[config.mk]
export PLATFORM = sky130hd
export DESIGN_NAME = cycle_pace_unit
export DESIGN_NICKNAME = d
export VERILOG_FILES = /design/src/rtl/pacer_pkg.sv /design/src/rtl/pacer_cfg_reg.sv /design/src/rtl/pacer_wake.sv /design/src/rtl/pacer_divider.sv /design/src/rtl/cycle_pace_unit.sv
export SDC_FILE = /design/constraint.sdc
export NUM_CORES = 1
export LEC_CHECK = 0
export BUFFER_PORTS_ARGS = -buffer_cell sky130_fd_sc_hd__buf_2
export CORE_MARGIN = 5
export CORE_UTILIZATION = 50
export CTS_CLUSTER_SIZE = 8
export DETAILED_ROUTE_END_ITERATION = 10
export PLACE_DENSITY = 0.72
export SLEW_MARGIN = 10
export SYNTH_ARGS = -nofsm -noshare
export SYNTH_HDL_FRONTEND = slang
export SYNTH_SLANG_ARGS = --single-unit
export TNS_END_PERCENT = 20
[constraint.sdc]
create_clock -name clk -period 2.85 [get_ports clk]
set_input_delay 0.1425 -clock clk [delete_from_list [all_inputs] [get_ports clk]]
set_output_delay 0.1425 -clock clk [all_outputs]
set_load 0.01 [all_outputs]
[src/rtl/pacer_pkg.sv]
package pacer_pkg;

  // Width of the configuration write port and the positions of its fields
  localparam int CFG_W   = 3;
  localparam int SPD_LSB = 0;
  localparam int WAKE_BIT = 2;

  typedef enum logic [1:0] {
    SPD_FULL = 2'b00,
    SPD_SLOW1 = 2'b01,
    SPD_SLOW2 = 2'b10,
    SPD_SLOW3 = 2'b11
  } speed_e;

  function automatic int unsigned max_of4(input int unsigned a, input int unsigned b,
                                          input int unsigned c, input int unsigned d);
    int unsigned m;
    m = a;
    if (b > m) m = b;
    if (c > m) m = c;
    if (d > m) m = d;
    return m;
  endfunction

endpackage

[src/rtl/pacer_cfg_reg.sv]
module pacer_cfg_reg
  import pacer_pkg::*;
(
  input  logic             clk,
  input  logic             rst,
  input  logic             cfg_wr,
  input  logic [CFG_W-1:0] cfg_wdata,
  input  logic             wake_fire,
  output speed_e           pend_speed,
  output logic             wake_en
);

  always_ff @(posedge clk) begin
    if (rst) begin
      pend_speed <= SPD_FULL;
      wake_en    <= 1'b0;
    end else begin
      // A wake event overrides any speed written in the same clock
      if (wake_fire)
        pend_speed <= SPD_FULL;
      else if (cfg_wr)
        pend_speed <= speed_e'(cfg_wdata[SPD_LSB +: 2]);
      if (cfg_wr)
        wake_en <= cfg_wdata[WAKE_BIT];
    end
  end

endmodule

[src/rtl/pacer_wake.sv]
module pacer_wake #(
  parameter int N_IRQ = 4,
  parameter int N_SER = 2
) (
  input  logic             wake_en,
  input  logic [N_IRQ-1:0] irq_req,
  input  logic [N_SER-1:0] ser_act,
  output logic             wake_fire
);

  logic any_irq;
  logic any_ser;

  assign any_irq   = |irq_req;
  assign any_ser   = |ser_act;
  assign wake_fire = wake_en & (any_irq | any_ser);

endmodule

[src/rtl/pacer_divider.sv]
module pacer_divider
  import pacer_pkg::*;
#(
  parameter int unsigned RATIO0 = 1,
  parameter int unsigned RATIO1 = 4,
  parameter int unsigned RATIO2 = 64,
  parameter int unsigned RATIO3 = 1024,
  localparam int unsigned MAXR  = max_of4(RATIO0, RATIO1, RATIO2, RATIO3),
  localparam int CNT_W          = (MAXR > 1) ? $clog2(MAXR) : 1
) (
  input  logic             clk,
  input  logic             rst,
  input  speed_e           pend_speed,
  input  logic             wake_fire,
  output speed_e           act_speed,
  output logic [CNT_W-1:0] cnt,
  output logic             cyc_en
);

  localparam int unsigned RTAB [4] = '{RATIO0, RATIO1, RATIO2, RATIO3};

  logic [CNT_W-1:0] term_tab [4];
  logic             at_end;

  for (genvar g = 0; g < 4; g++) begin : g_term
    assign term_tab[g] = CNT_W'(RTAB[g] - 1);
  end

  assign at_end = (cnt == term_tab[act_speed]);

  always_ff @(posedge clk) begin
    if (rst) begin
      cnt       <= '0;
      act_speed <= SPD_FULL;
      cyc_en    <= 1'b0;
    end else if (wake_fire) begin
      cnt       <= '0;
      act_speed <= SPD_FULL;
      cyc_en    <= 1'b1;
    end else if (at_end) begin
      // Cycle boundary: the pending speed becomes active here
      cnt       <= '0;
      act_speed <= pend_speed;
      cyc_en    <= 1'b1;
    end else begin
      cnt       <= cnt + CNT_W'(1);
      cyc_en    <= 1'b0;
    end
  end

endmodule

[src/rtl/cycle_pace_unit.sv]
module cycle_pace_unit
  import pacer_pkg::*;
#(
  parameter int unsigned RATIO0 = 1,
  parameter int unsigned RATIO1 = 4,
  parameter int unsigned RATIO2 = 64,
  parameter int unsigned RATIO3 = 1024,
  parameter int N_IRQ = 4,
  parameter int N_SER = 2,
  localparam int unsigned MAXR = max_of4(RATIO0, RATIO1, RATIO2, RATIO3),
  localparam int CNT_W         = (MAXR > 1) ? $clog2(MAXR) : 1
) (
  input  logic             clk,
  input  logic             rst,
  input  logic             cfg_wr,
  input  logic [CFG_W-1:0] cfg_wdata,
  input  logic [N_IRQ-1:0] irq_req,
  input  logic [N_SER-1:0] ser_act,
  output logic             cyc_en
);

  speed_e           pend_speed;
  speed_e           act_speed;
  logic             wake_en;
  logic             wake_fire;
  logic [CNT_W-1:0] div_cnt;

  pacer_cfg_reg u_cfg (
    .clk       (clk),
    .rst       (rst),
    .cfg_wr    (cfg_wr),
    .cfg_wdata (cfg_wdata),
    .wake_fire (wake_fire),
    .pend_speed(pend_speed),
    .wake_en   (wake_en)
  );

  pacer_wake #(.N_IRQ(N_IRQ), .N_SER(N_SER)) u_wake (
    .wake_en  (wake_en),
    .irq_req  (irq_req),
    .ser_act  (ser_act),
    .wake_fire(wake_fire)
  );

  pacer_divider #(
    .RATIO0(RATIO0), .RATIO1(RATIO1), .RATIO2(RATIO2), .RATIO3(RATIO3)
  ) u_div (
    .clk       (clk),
    .rst       (rst),
    .pend_speed(pend_speed),
    .wake_fire (wake_fire),
    .act_speed (act_speed),
    .cnt       (div_cnt),
    .cyc_en    (cyc_en)
  );

endmodule

==> key figures <==
Status
  – Status: finished clean

Timing
  – Max-slew violations: 0
  – Min Tclk post-route: 1560 ps
  – Clk_skew: about 8.0 ps
  – Setup_tns: 0 ps
  – Fmax: about 0.64 GHz
  – RSZ-0062 raised after global routing: false
  – Relative slew slack: a little under 80%
  – Final period util: 54.9%
  – Least-Margin Pin Slew: 333 ps
  – Final Hold Vio Count: 0
  – Worst hold slack: roughly 71 ps
  – # setup viols final: 0

Drt
  – Detailed-route DRC error count: 0
  – First DRT Iteration DRCs: 10
  – Routed length per instance: 14.8 µm
  – Total number of vias: 647
  – Routed met3 length: 72 µm
  – Uppermost routed layer: met4
  – Met2 WL post-DR: 735 µm
  – ANT nets after route: 0
  – Routed length on met1: 794 µm
  – Vias per inst: 5.94
  – WL final: roughly 1600 µm
  – TritonRoute pass-1 iters: 4

Final layout
  – Fill cells: 144
  – Layout cell share with drive strength beyond 1: 31.2%
  – Design area: 915 µm²
  – Area delta synth->final: 10.6%
  – N_diodes: 0
  – Nets: 108

Critical path
  – Worst endpoint required time: slightly above 3000 ps
  – Max incr delay on CP: about 400 ps
  – CP endpoint kind: flip-flop
  – Slowest stage cell, crit path: or3_1
  – Worst Path Max Fanout: 13
  – CP Data Arrival Time: 1790 ps
  – Worst R2R Setup Slack: 1290 ps
  – Critical path cell sequence: or3_1 -> a221oi_2 -> buf_4 -> mux2i_1
  – FF-to-FF path depth: 4
  – Crit path buf inv count: 1
  – CP startpoint kind: flip-flop
  – Critical path type: reg2reg
  – Reg2Reg Capture Point: u_div.act_speed[1]$_SDFFE_PP0N_
  – Kind of cell adding the most delay to the critical path: simple AND/OR/NAND/NOR gates
  – R2R Path Start: u_div.act_speed[0]$_SDFFE_PP0N_

Power and ir drop
  – Flop pwr share: approximately 56%
  – Cell Int Power: 0.312 mW
  – VDD IR max: roughly 300 µV
  – P_sw: 0.118 mW
  – Sw Ratio: 27.5%
  – Gate power share: 16.6%
  – Static Leakage: 0.352 nW
  – Clock power frac: between 20 and 30%
  – Pwr/cell area: 470 nW/µm²

Clocking
  – Post_cts resized: 0
  – Clock sinks: 16
  – Clock transition at path regs: 100 ps
  – Total CTS buffers: 3
  – Root Driver: clkbuf_4
  – Longest Clk Path Bufs: 2
  – Max H-tree Level: 1
  – Clk_lat worst skew: 280 ps
  – CTS tree: built
  – CTS Hold Bufs: 0
  – Post-CTS Setup Inserts: 0

Yosys
  – Leading post-synthesis cells by cell area: dfxtp_1 (39%), nor3_2 (9.7%), xor2_1 (7.4%)
  – Post-synth top area share: 38.7%
  – Synthesized net count: 93
  – Primary FF master, synth: dfxtp_1
  – Post-Syn Area: approximately 830 µm²
  – Async SR Flop Fraction: 0%
  – Ys Warns: 0
  – EDFF count, synth: 0
  – Register area share after synthesis: around two fifths
  – Cell count after synthesis: 80
  – Yosys reg bits: 16
  – Synth area leader: dfxtp_1
  – Synth cell types: 30
  – Avg Inst Size Synth: 10.3 µm²

GRT
  – Largest net degree at the start of global routing: 14
  – First-pass GRT wire length: 2530 µm
  – Initial antenna violation count: 0
  – GRT Overall Usage: 12.9%
  – Vias in the first global route: 553
  – GR Overflow Total: 0

Place
  – Final HPWL DP: 1190 µm
  – Final GP Congestion: 0.686
  – Area after DPL: 892 µm²
  – I/O Buffers: 12

Die
  – CORE AREA: 1540 µm²
  – Die area: 2570 µm²
  – Die H: 50.7 µm
  – Die width: ~51 µm
  – # IOs: 13
  – Row count: 14
  – Starting Density: a little over half

Hold path
  – Hold depth: 2
  – Worst hold endpoint: u_cfg.wake_en$_SDFFE_PP0P_
  – Hold WC Path Type: in2reg
  – Min-delay src: rst

Run
  – Max Cap Viol: 0
==> worst reg2reg max path, cell delays in order (launching register included) <==
cell	delay [ps]
dfxtp_1	360
or3_1	400
a221oi_2	260
buf_4	270
mux2i_1	210
==> synthesized netlist by cell type (2+ instances only) <==
| cell | count |
|---|---|
| and3_1 | 2 |
| and4_1 | 3 |
| dfxtp_1 | 16 |
| mux2i_1 | 5 |
| nand2_1 | 4 |
| nand3b_1 | 4 |
| nand4_1 | 3 |
| nor2_1 | 4 |
| nor3_1 | 5 |
| nor3_2 | 8 |
| xor2_1 | 7 |
==> cell type report <==
| cell class | count | area, µm² | area share, % |
|---|---|---|---|
| Multi-Input combinational cell | 61 | 484 | 52.9 |
| Sequential cell | 16 | 320 | 35.0 |
| Timing Repair Buffer | 13 | 67.6 | 7.39 |
| Clock buffer | 3 | 22.5 | 2.46 |
| Tap cell | 16 | 20.0 | 2.19 |
==> layer usage <==
layer / track usage (%) / up-vias
met3: 3.55 / 2
li1: - / 325
met4: 5.11 / 0
met5: 0 / -
met1: 18.1 / 305
met2: 18.4 / 15
==> layout by cell type, fill, tap and decap left out, types with 2 or more instances in the layout <==
cell | synthesis | final
nand4_1 | 3 | 3
buf_2 | 0 | 12
nor2_1 | 4 | 4
nor3_1 | 5 | 5
clkbuf_4 | 0 | 3
dfxtp_1 | 16 | 16
and3_1 | 2 | 2
xor2_1 | 7 | 7
nor3_2 | 8 | 8
and4_1 | 3 | 3
nand2_1 | 4 | 4
nand3b_1 | 4 | 4
mux2i_1 | 5 | 5
==> how the worst max path moves through the flow <==
stage | from | end | slack [ps] | cells after the start
after floorplan | u_div.act_speed[0]$_SDFFE_PP0N_ | u_div.cnt[2]$_SDFF_PP0_ | 1320 | 4
after global placement | irq_req[1] | u_div.cnt[1]$_SDFF_PP0_ | 1250 | 5
after detailed placement | irq_req[1] | u_div.cnt[2]$_SDFF_PP0_ | 1200 | 5
after CTS | u_div.cnt[6]$_SDFF_PP0_ | u_div.act_speed[1]$_SDFFE_PP0N_ | 1280 | 4
after global routing | u_div.act_speed[1]$_SDFFE_PP0N_ | u_div.act_speed[0]$_SDFFE_PP0N_ | 1190 | 5
final | u_div.act_speed[0]$_SDFFE_PP0N_ | u_div.act_speed[1]$_SDFFE_PP0N_ | 1290 | 4
==> metrics by stage <==
stage,total power [mW],worst slack [ps],cells,util (%)
6_report,0.430,1290,109,59.3
5_1_grt,0.449,1190,109,59.3
4_1_cts,0.432,1280,109,59.3
3_5_place_dp,0.316,1200,106,57.9
3_3_place_gp,0.314,1250,106,57.9
2_1_floorplan,0.295,1320,80,-
==> cells by family after synthesis <==
kind of cell / count (synthesis) / synth area share, %
adder cells (fa/ha/maj): 1 / 1.51
multiplexers: 5 / 6.05
XOR/XNOR: 8 / 8.47
buffers and inverters: 3 / 2.72
AO/OA/AOI/OAI: 8 / 10.1
flip-flops: 16 / 38.7
AND/OR/NAND/NOR: 39 / 32.4
==> state kept, by name, summed over array words and instances, names as in the netlist <==
signal / count
u_div.cnt: 10
u_div.cyc_en: 1
u_cfg.pend_speed: 2
u_cfg.wake_en: 1
u_div.act_speed: 2
==> power groups by stage <==
stage                     clock network, mW  logic [mW]  registers [mW]
after floorplan                           0      0.0514           0.244
after global placement                    0      0.0692           0.245
after detailed placement                  0      0.0714           0.245
after CTS                             0.121      0.0714           0.240
after global routing                  0.130      0.0770           0.241
final                                 0.119      0.0712           0.240
No activity file was read; power rests on OpenSTA's default activity.
